[src/rtl/dacif_pkg.sv]
package dacif_pkg;

   localparam int CTRL_W = 4;

   typedef enum logic [1:0] {
      RT_B_AND_BUF = 2'b00,
      RT_BUF_ONLY  = 2'b01,
      RT_A_XFER_B  = 2'b10,
      RT_RESERVED  = 2'b11
   } route_e;

endpackage

[src/rtl/dacif_sync.sv]
module dacif_sync #(
   parameter int                N       = 3,
   parameter int                STAGES  = 2,
   parameter logic [N-1:0]      RST_VAL = '0
) (
   input  logic         clk,
   input  logic         rst_n,
   input  logic [N-1:0] din,
   output logic [N-1:0] dout
);

   for (genvar g = 0; g < N; g++) begin : g_bit
      logic [STAGES-1:0] chain;

      always_ff @(posedge clk or negedge rst_n) begin
         if (!rst_n) begin
            chain <= {STAGES{RST_VAL[g]}};
         end else begin
            chain <= {chain[STAGES-2:0], din[g]};
         end
      end

      assign dout[g] = chain[STAGES-1];
   end

endmodule

[src/rtl/dacif_shifter.sv]
module dacif_shifter #(
   parameter int FRAME_W = 16
) (
   input  logic               clk,
   input  logic               rst_n,
   input  logic               sel_n_s,
   input  logic               sclk_s,
   input  logic               sdi_s,
   output logic               commit,
   output logic [FRAME_W-1:0] word
);

   localparam int          CNT_W = $clog2(FRAME_W + 1);
   localparam logic [CNT_W-1:0] CNT_FULL = CNT_W'(FRAME_W);
   localparam logic [CNT_W-1:0] CNT_LAST = CNT_W'(FRAME_W - 1);

   logic               sel_d;
   logic               sclk_d;
   logic               active;
   logic [CNT_W-1:0]   cnt;
   logic [FRAME_W-1:0] sreg;

   logic sel_fall;
   logic sel_rise;
   logic sclk_fall;

   assign sel_fall  = sel_d & ~sel_n_s;
   assign sel_rise  = ~sel_d & sel_n_s;
   assign sclk_fall = sclk_d & ~sclk_s;

   always_ff @(posedge clk or negedge rst_n) begin
      if (!rst_n) begin
         sel_d  <= 1'b1;
         sclk_d <= 1'b1;
         active <= 1'b0;
         cnt    <= '0;
         sreg   <= '0;
         commit <= 1'b0;
      end else begin
         sel_d  <= sel_n_s;
         sclk_d <= sclk_s;
         commit <= 1'b0;
         if (sel_fall) begin
            active <= 1'b1;
            cnt    <= '0;
            sreg   <= '0;
         end else if (sel_rise) begin
            active <= 1'b0;
            if (active && (cnt != '0) && (cnt != CNT_FULL)) begin
               commit <= 1'b1;
            end
         end else if (active && sclk_fall && (cnt != CNT_FULL)) begin
            sreg <= {sreg[FRAME_W-2:0], sdi_s};
            cnt  <= cnt + 1'b1;
            if (cnt == CNT_LAST) begin
               commit <= 1'b1;
            end
         end
      end
   end

   assign word = sreg;

   AST_CNT_RANGE: assert property (@(posedge clk) disable iff (!rst_n)
      cnt <= CNT_FULL) else $error("bit count past frame");

   AST_ONE_COMMIT: assert property (@(posedge clk) disable iff (!rst_n)
      commit |=> !commit) else $error("commit held two cycles");

   AST_FULL_HOLD: assert property (@(posedge clk) disable iff (!rst_n)
      (cnt == CNT_FULL && !sel_fall) |=> $stable(sreg)) else $error("full word changed");

   AST_IDLE_SCLK: assert property (@(posedge clk) disable iff (!rst_n)
      (!active && !sel_fall) |=> $stable(sreg)) else $error("shift outside frame");

endmodule

[src/rtl/dacif_latch_bank.sv]
module dacif_latch_bank #(
   parameter int CODE_W = 12
) (
   input  logic                                 clk,
   input  logic                                 rst_n,
   input  logic                                 commit,
   input  logic [CODE_W+dacif_pkg::CTRL_W-1:0]  word,
   output logic [CODE_W-1:0]                    dac_a_code,
   output logic [CODE_W-1:0]                    dac_b_code,
   output logic                                 fast_mode,
   output logic                                 power_down
);

   import dacif_pkg::*;

   localparam int FRAME_W = CODE_W + CTRL_W;
   localparam int POS_RH  = FRAME_W - 1;
   localparam int POS_SPD = FRAME_W - 2;
   localparam int POS_PD  = FRAME_W - 3;
   localparam int POS_RL  = FRAME_W - 4;

   route_e              route;
   logic [CODE_W-1:0]   code;
   logic [CODE_W-1:0]   buf_q;

   assign route = route_e'({word[POS_RH], word[POS_RL]});
   assign code  = word[CODE_W-1:0];

   always_ff @(posedge clk or negedge rst_n) begin
      if (!rst_n) begin
         dac_a_code <= '0;
         dac_b_code <= '0;
         buf_q      <= '0;
         fast_mode  <= 1'b0;
         power_down <= 1'b0;
      end else if (commit) begin
         fast_mode  <= word[POS_SPD];
         power_down <= word[POS_PD];
         case (route)
            RT_B_AND_BUF: begin
               dac_b_code <= code;
               buf_q      <= code;
            end
            RT_BUF_ONLY: begin
               buf_q <= code;
            end
            RT_A_XFER_B: begin
               dac_a_code <= code;
               dac_b_code <= buf_q;
            end
            default: begin
            end
         endcase
      end
   end

   AST_XFER_OLD_BUF: assert property (@(posedge clk) disable iff (!rst_n)
      (commit && route == RT_A_XFER_B) |=> (dac_b_code == $past(buf_q) && $stable(buf_q)))
      else $error("channel B not loaded from prior buffer");

   AST_BUF_ONLY_HOLD: assert property (@(posedge clk) disable iff (!rst_n)
      (commit && route == RT_BUF_ONLY) |=> ($stable(dac_a_code) && $stable(dac_b_code)))
      else $error("buffer-only word moved an output");

   AST_RSVD_HOLD: assert property (@(posedge clk) disable iff (!rst_n)
      (commit && route == RT_RESERVED) |=> ($stable(dac_a_code) && $stable(dac_b_code) && $stable(buf_q)))
      else $error("reserved word moved a latch");

   AST_NO_COMMIT_HOLD: assert property (@(posedge clk) disable iff (!rst_n)
      !commit |=> ($stable(dac_a_code) && $stable(dac_b_code) && $stable(fast_mode) && $stable(power_down)))
      else $error("outputs changed without commit");

endmodule

[src/rtl/dacif_cmd_top.sv]
module dacif_cmd_top #(
   parameter int CODE_W      = 12,
   parameter int SYNC_STAGES = 2
) (
   input  logic              clk,
   input  logic              rst_n,
   input  logic              sel_n,
   input  logic              sclk,
   input  logic              sdi,
   output logic [CODE_W-1:0] dac_a_code,
   output logic [CODE_W-1:0] dac_b_code,
   output logic              fast_mode,
   output logic              power_down
);

   localparam int FRAME_W = CODE_W + dacif_pkg::CTRL_W;

   if (CODE_W < 2) begin : g_bad_code_w
      $error("CODE_W must be at least 2");
   end
   if (SYNC_STAGES < 2) begin : g_bad_sync
      $error("SYNC_STAGES must be at least 2");
   end

   logic [2:0]         pins_s;
   logic               commit;
   logic [FRAME_W-1:0] word;

   dacif_sync #(
      .N       (3),
      .STAGES  (SYNC_STAGES),
      .RST_VAL (3'b110)
   ) u_sync (
      .clk   (clk),
      .rst_n (rst_n),
      .din   ({sel_n, sclk, sdi}),
      .dout  (pins_s)
   );

   dacif_shifter #(
      .FRAME_W (FRAME_W)
   ) u_shift (
      .clk     (clk),
      .rst_n   (rst_n),
      .sel_n_s (pins_s[2]),
      .sclk_s  (pins_s[1]),
      .sdi_s   (pins_s[0]),
      .commit  (commit),
      .word    (word)
   );

   dacif_latch_bank #(
      .CODE_W (CODE_W)
   ) u_bank (
      .clk        (clk),
      .rst_n      (rst_n),
      .commit     (commit),
      .word       (word),
      .dac_a_code (dac_a_code),
      .dac_b_code (dac_b_code),
      .fast_mode  (fast_mode),
      .power_down (power_down)
   );

   AST_RESET_CLEAR: assert property (@(posedge clk)
      !rst_n |-> (dac_a_code == '0 && dac_b_code == '0 && !fast_mode && !power_down))
      else $error("outputs not clear in reset");

endmodule

[config.mk]
export PLATFORM = sky130hd
export DESIGN_NAME = dacif_cmd_top
export DESIGN_NICKNAME = d
export VERILOG_FILES = /design/src/rtl/dacif_pkg.sv /design/src/rtl/dacif_sync.sv /design/src/rtl/dacif_shifter.sv /design/src/rtl/dacif_latch_bank.sv /design/src/rtl/dacif_cmd_top.sv
export SDC_FILE = /design/constraint.sdc
export NUM_CORES = 1
export LEC_CHECK = 0
export ABC_CLOCK_PERIOD_IN_PS = 2150
export BUFFER_PORTS_ARGS = -buffer_cell sky130_fd_sc_hd__buf_2
export CORE_ASPECT_RATIO = 0.7
export CORE_MARGIN = 5
export CORE_UTILIZATION = 55
export DETAILED_ROUTE_END_ITERATION = 6
export GPL_ROUTABILITY_DRIVEN = 0
export MAX_ROUTING_LAYER = met4
export PLACE_DENSITY = 0.75
export SETUP_SLACK_MARGIN = 0.02
export SYNTH_ARGS = -nofsm -noshare
export SYNTH_HDL_FRONTEND = slang
export SYNTH_SLANG_ARGS = --single-unit
[constraint.sdc]
create_clock -name clk -period 2.15 [get_ports clk]
set_input_delay 0.3225 -clock clk [delete_from_list [all_inputs] [get_ports clk]]
set_output_delay 0.3225 -clock clk [all_outputs]
set_load 0.005 [all_outputs]
# [Word level (Yosys, flattened, before mapping)]
# Index checks and enable logic that the tools add are counted.
# W data, S select, Z words.
[op_classes] n_lt_le_gt_ge=0 n_addsub=1 n_eq_ne=5 n_reduce_logical=14 bitwise_logic=6 div_mod_pow=0 shift=0 muxes=14 multipliers=0
[ops] cell="$mux W16" n=3
[ops] cell="$pmux W12 S2" n=1
[ops] cell="$mux W5" n=3
[ops] cell="$reduce_and A2 Y1" n=4
[ops] cell="$mux W1" n=7
[ops] cell="$reduce_bool A2 Y1" n=3
[ops] cell="$add A5 B1 Y5 const B" n=1
[ops] cell="$eq A5 B4 Y1 const B" n=1
[ops] cell="$ne A5 B5 Y1 const B" n=1
[ops] cell="$reduce_bool A5 Y1" n=1
[ops] cell="$logic_and A1 B1 Y1" n=4
[ops] cell="$and A1 B1 Y1" n=3
[ops] cell="$not A1 Y1" n=3
[ops] cell="$eq A2 B1 Y1 const B" n=1
[ops] cell="$eq A2 B2 Y1 const B" n=1
[ops] cell="$logic_not A2 Y1" n=1
[ops] cell="$ne A2 B1 Y1 const B" n=1
[ops] cell="$reduce_or A2 Y1" n=1
[totals] ramBits=0 mem_count=0 word_cells=54 reg_bits=69 inputBits=5 romBits=0 latch_bits=0 out_inout_bits=26

# [Logic depth before layout (Yosys ltp)]
[depth] depth_word=7 ltp_mapped=8 ltp_nobuf=5

# [By module]
# From an unflattened synthesis, not the netlist that was laid out.
[unflattened] cells_unflattened=250 hier_area_um2=3165.5
[modules_own_cells] mod="dacif_latch_bank" cells_each=95 area_per_inst_um2=1569.0 seq_area_each_um2=950.9 n_inst=1
[modules_own_cells] mod="dacif_shifter" cells_each=146 area_per_inst_um2=1418.9 seq_area_each_um2=628.1 n_inst=1
[modules_own_cells] mod="dacif_sync" cells_each=9 area_per_inst_um2=177.7 seq_area_each_um2=155.1 n_inst=1

# [Worst setup path before layout]
# OpenSTA, ideal clock, no wires.
[synth_path] kind="reg2reg" startpoint="reg u_shift.cnt[1]" endpoint="reg u_shift.cnt[1]" n_path_buf=3 setup_slack_ns=0.512 setup_time_ns=0.126 path_stages_with_launch=9 synth_period_minus_slack_ns=1.638 t_arrival_ns=1.512 required_time_ns=2.024 cell_sequence="dfrtp_1 inv_1 ha_1 nand4bb_1 buf_2 and3_4 buf_6 buf_6 a221o_1"
[synth_between] elab_chain_cells=4 word_cells_on_any_way=8 classes_between="1 x add/sub; 1 x eq/ne; 3 x mux; 3 x reduce/logical"
[synth_lines] element="from (decl)" line_no="dacif_shifter.sv:20" source="logic [CNT_W-1:0] cnt;"
[synth_lines] element="from (signal assigned)" line_no="dacif_shifter.sv:54" source="cnt <= cnt + 1'b1;"
[synth_lines] element="$add A5 B1 Y5 / $ne A5 B5 Y1 (equally long branches)" line_no="dacif_shifter.sv:54, dacif_shifter.sv:52"
[synth_lines] element="$mux W5 / $logic_and A1 B1 Y1 (equally long branches)" line_no="dacif_shifter.sv:52" source="end else if (active && sclk_fall && (cnt != CNT_FULL)) begin"
[synth_lines] element="$mux W5 / $reduce_bool A2 Y1 (equally long branches)"
[synth_lines] element="$mux W5 / $reduce_and A2 Y1 (equally long branches)"
# Parallel ways exist; a longest one is shown, timed or not. The select of a mux whose other input is x is not followed.
# A chain may end at the register's enable or synchronous reset.

# [Worst setup path after layout]
[layout_path] startpoint="reg u_shift.sclk_d" endpoint="reg u_shift.sreg[5], in the netlist u_shift.word[5]"
[layout_between] elab_chain_cells=5
[layout_lines] element="from (decl)" line_no="dacif_shifter.sv:18" source="logic sclk_d;"
[layout_lines] element="from (signal assigned)" line_no="dacif_shifter.sv:41" source="sclk_d <= sclk_s;"
[layout_lines] element="$and A1 B1 Y1" line_no="dacif_shifter.sv:29" source="assign sclk_fall = sclk_d & ~sclk_s;"
[layout_lines] element="$logic_and A1 B1 Y1 (2 in series)" line_no="dacif_shifter.sv:52"
[layout_lines] element="$reduce_bool A2 Y1 (no source line)"
[layout_lines] element="$reduce_and A2 Y1 (no source line)"
[layout_lines] element="to (signal assigned)" line_no="dacif_shifter.sv:53" source="sreg <= {sreg[FRAME_W-2:0], sdi_s};"
[layout_lines] element="to (decl)" line_no="dacif_shifter.sv:21" source="logic [FRAME_W-1:0] sreg;"
# No other way between the ends.

==> results by group <==
Logic synthesis
  – Mux contribution to synthesized area: 0.09200
  – Top FF cell, synth: dfrtp_1
  – Mapped cell area: ~3000 um^2
  – Yosys top cell by area: dfrtp_1
  – FFs w/ async S/R, synth: 1.000
  – Adder-Cell Fraction of Synth Area: 0.02072
  – Synthesized area per cell: 11.18 um^2
  – Largest family of logic cells by synthesized area: simple AND/OR/NAND/NOR gates
  – Area contributors post-synth: dfrtp_1 52%, nand2_1 6.3%, a221o_1 5.6%
  – #FFs+latches synth: 69
  – Unique cell type count in the Yosys netlist: 36
  – Syn Inst Count: between 200 and 300
  – Post-Synth XOR/XNOR Area: 0
  – Number of flops mapped to enable cells by yosys: 0
  – Syn Nets: 280
  – Yosys warning count: 0
  – Post-synthesis compound-gate area fraction: 0.1310
  – Area fraction of the dominant cell type after synthesis: 0.5222
  – Seq/Total Area, Yosys: 0.5744
  – Synthesized-area fraction occupied by and/or/nand/nor cells: 0.1384

Global routing
  – Initial antenna violation count: 0
  – First-pass GRT wire length: 9984 um
  – Total GRT Usage: 0.1888
  – Vias in the first global route: 1,931
  – Largest net degree at the start of global routing: 46
  – Grt ovf: 0

Status
  – Outcome: complete, no violations

Placement
  – Worst slack at placement: slightly above 0.4 ns
  – DP HPWL: 3926 um
  – Cells after DPL: 363
  – PortBufs: 30

STA
  – Final worst slack: 0.3926 ns
  – Fmax: 569.0 MHz
  – Setup TNS: 0 ns
  – Worst-margin pin slew: 0.8050 ns
  – Relative slew margins: 0.4633
  – Tcrit/Tclk final: 0.8174
  – Setup Viol. Count Final: 0
  – Final Max Slew Viols: 0
  – Crit path time final: between 1.5 and 2 ns
  – Worst clock skew: roughly 0.010 ns
  – Worst hold slack: around 0.074 ns
  – Unrepaired setup endpoints after global routing: no
  – Final Hold Viols: 0

Setup path
  – Max incr delay on CP: ~0.52 ns
  – CP Max Fanout: 16
  – Critical-path cell list: and3b_1 -> buf_4 -> a21oi_1 -> a221o_1
  – Critical R2R Launch: u_shift.sclk_d
  – CP endpoint kind: register
  – Reg2Reg Depth: 4
  – Worst setup SP type: register
  – Slowest-stage cell, CP: dfstp_2
  – Critical path arrival: 1.99 ns
  – R2R Setup Slk: 0.39 ns
  – CP Class: register to register
  – CP required: 2.38 ns
  – Crit Reg-Reg Endpoint: u_shift.word[5]

Cells and area
  – Commonest non-fill, non-tap cell in the layout: dfrtp_1
  – # diodes: 0
  – Net count, final: approximately 310
  – Most frequent cells in the layout: 63 x dfrtp_1, 51 x nand2_1, 30 x buf_2
  – Finished Layout Cells: 380
  – Syn-to-layout area delta: 15.87%
  – Layout cells sized above 1: 0.2110

Die
  – Die height: 71.99 um
  – Die ar.: ~7100 um^2
  – # IOs: 31
  – Cell Rows: 22
  – Core box area: 5285 um^2
  – Initial Utilization: 0.5713
  – Die Wd: 98.56 um

Clocking
  – Root Driver: clkbuf_8
  – Clock Latency Late Sink: 0.35 ns
  – Post-CTS Resized: 0
  – Reg clk slew, reported paths: 0.08 ns
  – Htree depth: 3
  – CTS tree: built
  – Clk buf depth: 2
  – Clk sinks: 69
  – Cts bufs inserted: 9

Hold path
  – Worst Hold Class: input port to register
  – Worst Hold Path Cells: 1
  – Min-delay src: sclk
  – Hold Path End: u_sync.g_bit[1].chain[0]

Routing
  – Drt wl/cell: ~15 um
  – Residual DRC: 0
  – Iteration-0 DRC Markers: 123
  – WL final: 5832 um
  – Post-DR vias/cell: 5.468
  – Post-route ant nets: 0
  – TritonRoute pass-1 iters: 4
  – Routed vias: 2,078

Power and ir drop
  – VDD IR max: 0.5631 mV
  – Pwr dens: about 840 nW/um^2
  – Pleak: 1.749 nW

Run
  – Max cap viols: 0
[power by group]
| group | leakage (nW) | switching, mW | total (mW) | internal [mW] |
|---|---|---|---|---|
| sequential | 0.934 | 0.0779 | 1.45 | 1.37 |
| combinational | 0.697 | 0.131 | 0.227 | 0.0965 |
| clock | 0.119 | 0.483 | 1.28 | 0.799 |
[worst max path at each step]
stage                               from  depth (start not counted)              end  slack, ns
after global routing      u_shift.sclk_d                          4  u_shift.word[2]       0.24
after floorplan           u_shift.cnt[1]                          8   u_shift.cnt[1]       0.51
after detailed placement  u_shift.sclk_d                          4   u_shift.cnt[1]       0.41
final                     u_shift.sclk_d                          4  u_shift.word[5]       0.39
after CTS                 u_shift.sclk_d                          4  u_shift.word[5]       0.39
after global placement    u_shift.sclk_d                          4  u_shift.word[4]       0.45
[cells by family (layout without fill, tap and decap cells)]
logic type / Yosys count / count (layout)
flops: 69 / 69
fa+ha+maj: 5 / 5
buf+inv: 29 / 67
mux: 26 / 26
simple gates: 85 / 85
compound gates: 56 / 56
[worst max-delay path, delay by kind of cell (launching register included)]
kind                   cells  cell delay [ns]
DFF                        1             0.52
AOI/OAI and AO/OA          2             0.34
buffers and inverters      1             0.28
and+or+nand+nor            1             0.50
[cell usage after synthesis (2+ instances only)]
master / number
mux2_1: 12
a31oi_1: 2
a21oi_1: 16
nand2_1: 51
buf_2: 6
mux2i_1: 12
a211oi_1: 2
clkbuf_1: 11
dfrtp_1: 63
o21ai_1: 13
inv_1: 10
and3_1: 2
nand4_1: 3
a221o_1: 17
nand2b_1: 18
buf_6: 2
dfstp_2: 6
mux2_2: 2
ha_1: 5
[per-layer routing]
layer  vias up  global-route usage  wire (um)
met5         -                   -          0
met4         0             0.07273         97
met3         8             0.05860        359
met2        57              0.2629       2566
met1      1000              0.2597       2808
li1       1013                   -          -
[state kept, by name, summed over array words and instances, names as in the netlist, 5 cells and up]
| name | count |
|---|---|
| u_bank.dac_b_code | 12 |
| u_bank.dac_a_code | 12 |
| u_sync.g_bit.chain | 6 |
| u_shift.word | 16 |
| u_bank.buf_q | 12 |
| u_shift.cnt | 5 |
[per-stage QoR]
step           area [um^2]    util  power (mW)
2_1_floorplan         3019       -       1.600
3_3_place_gp          3241  0.6132       1.691
3_5_place_dp          3241  0.6132       1.698
4_1_cts               3498  0.6619       2.994
5_1_grt               3498  0.6619       3.083
6_report              3498  0.6619       2.956
[cell type report]
cell class | count | area (um^2)
inverter | 10 | 37.54
timing repair buffer | 41 | 235.2
tap | 72 | 90.09
clock inverter | 6 | 110.1
clock buffer | 10 | 137.6
fill | 422 | 1787
sequential | 69 | 1734
multi-input combinational | 172 | 1154
[repair_timing]
item / in CTS / in global routing
setup buffers: 0 / 0
hold buffers: 1 / 0
hold endpoints to repair: 24 / 0
No activity file was read; power rests on OpenSTA's default activity.
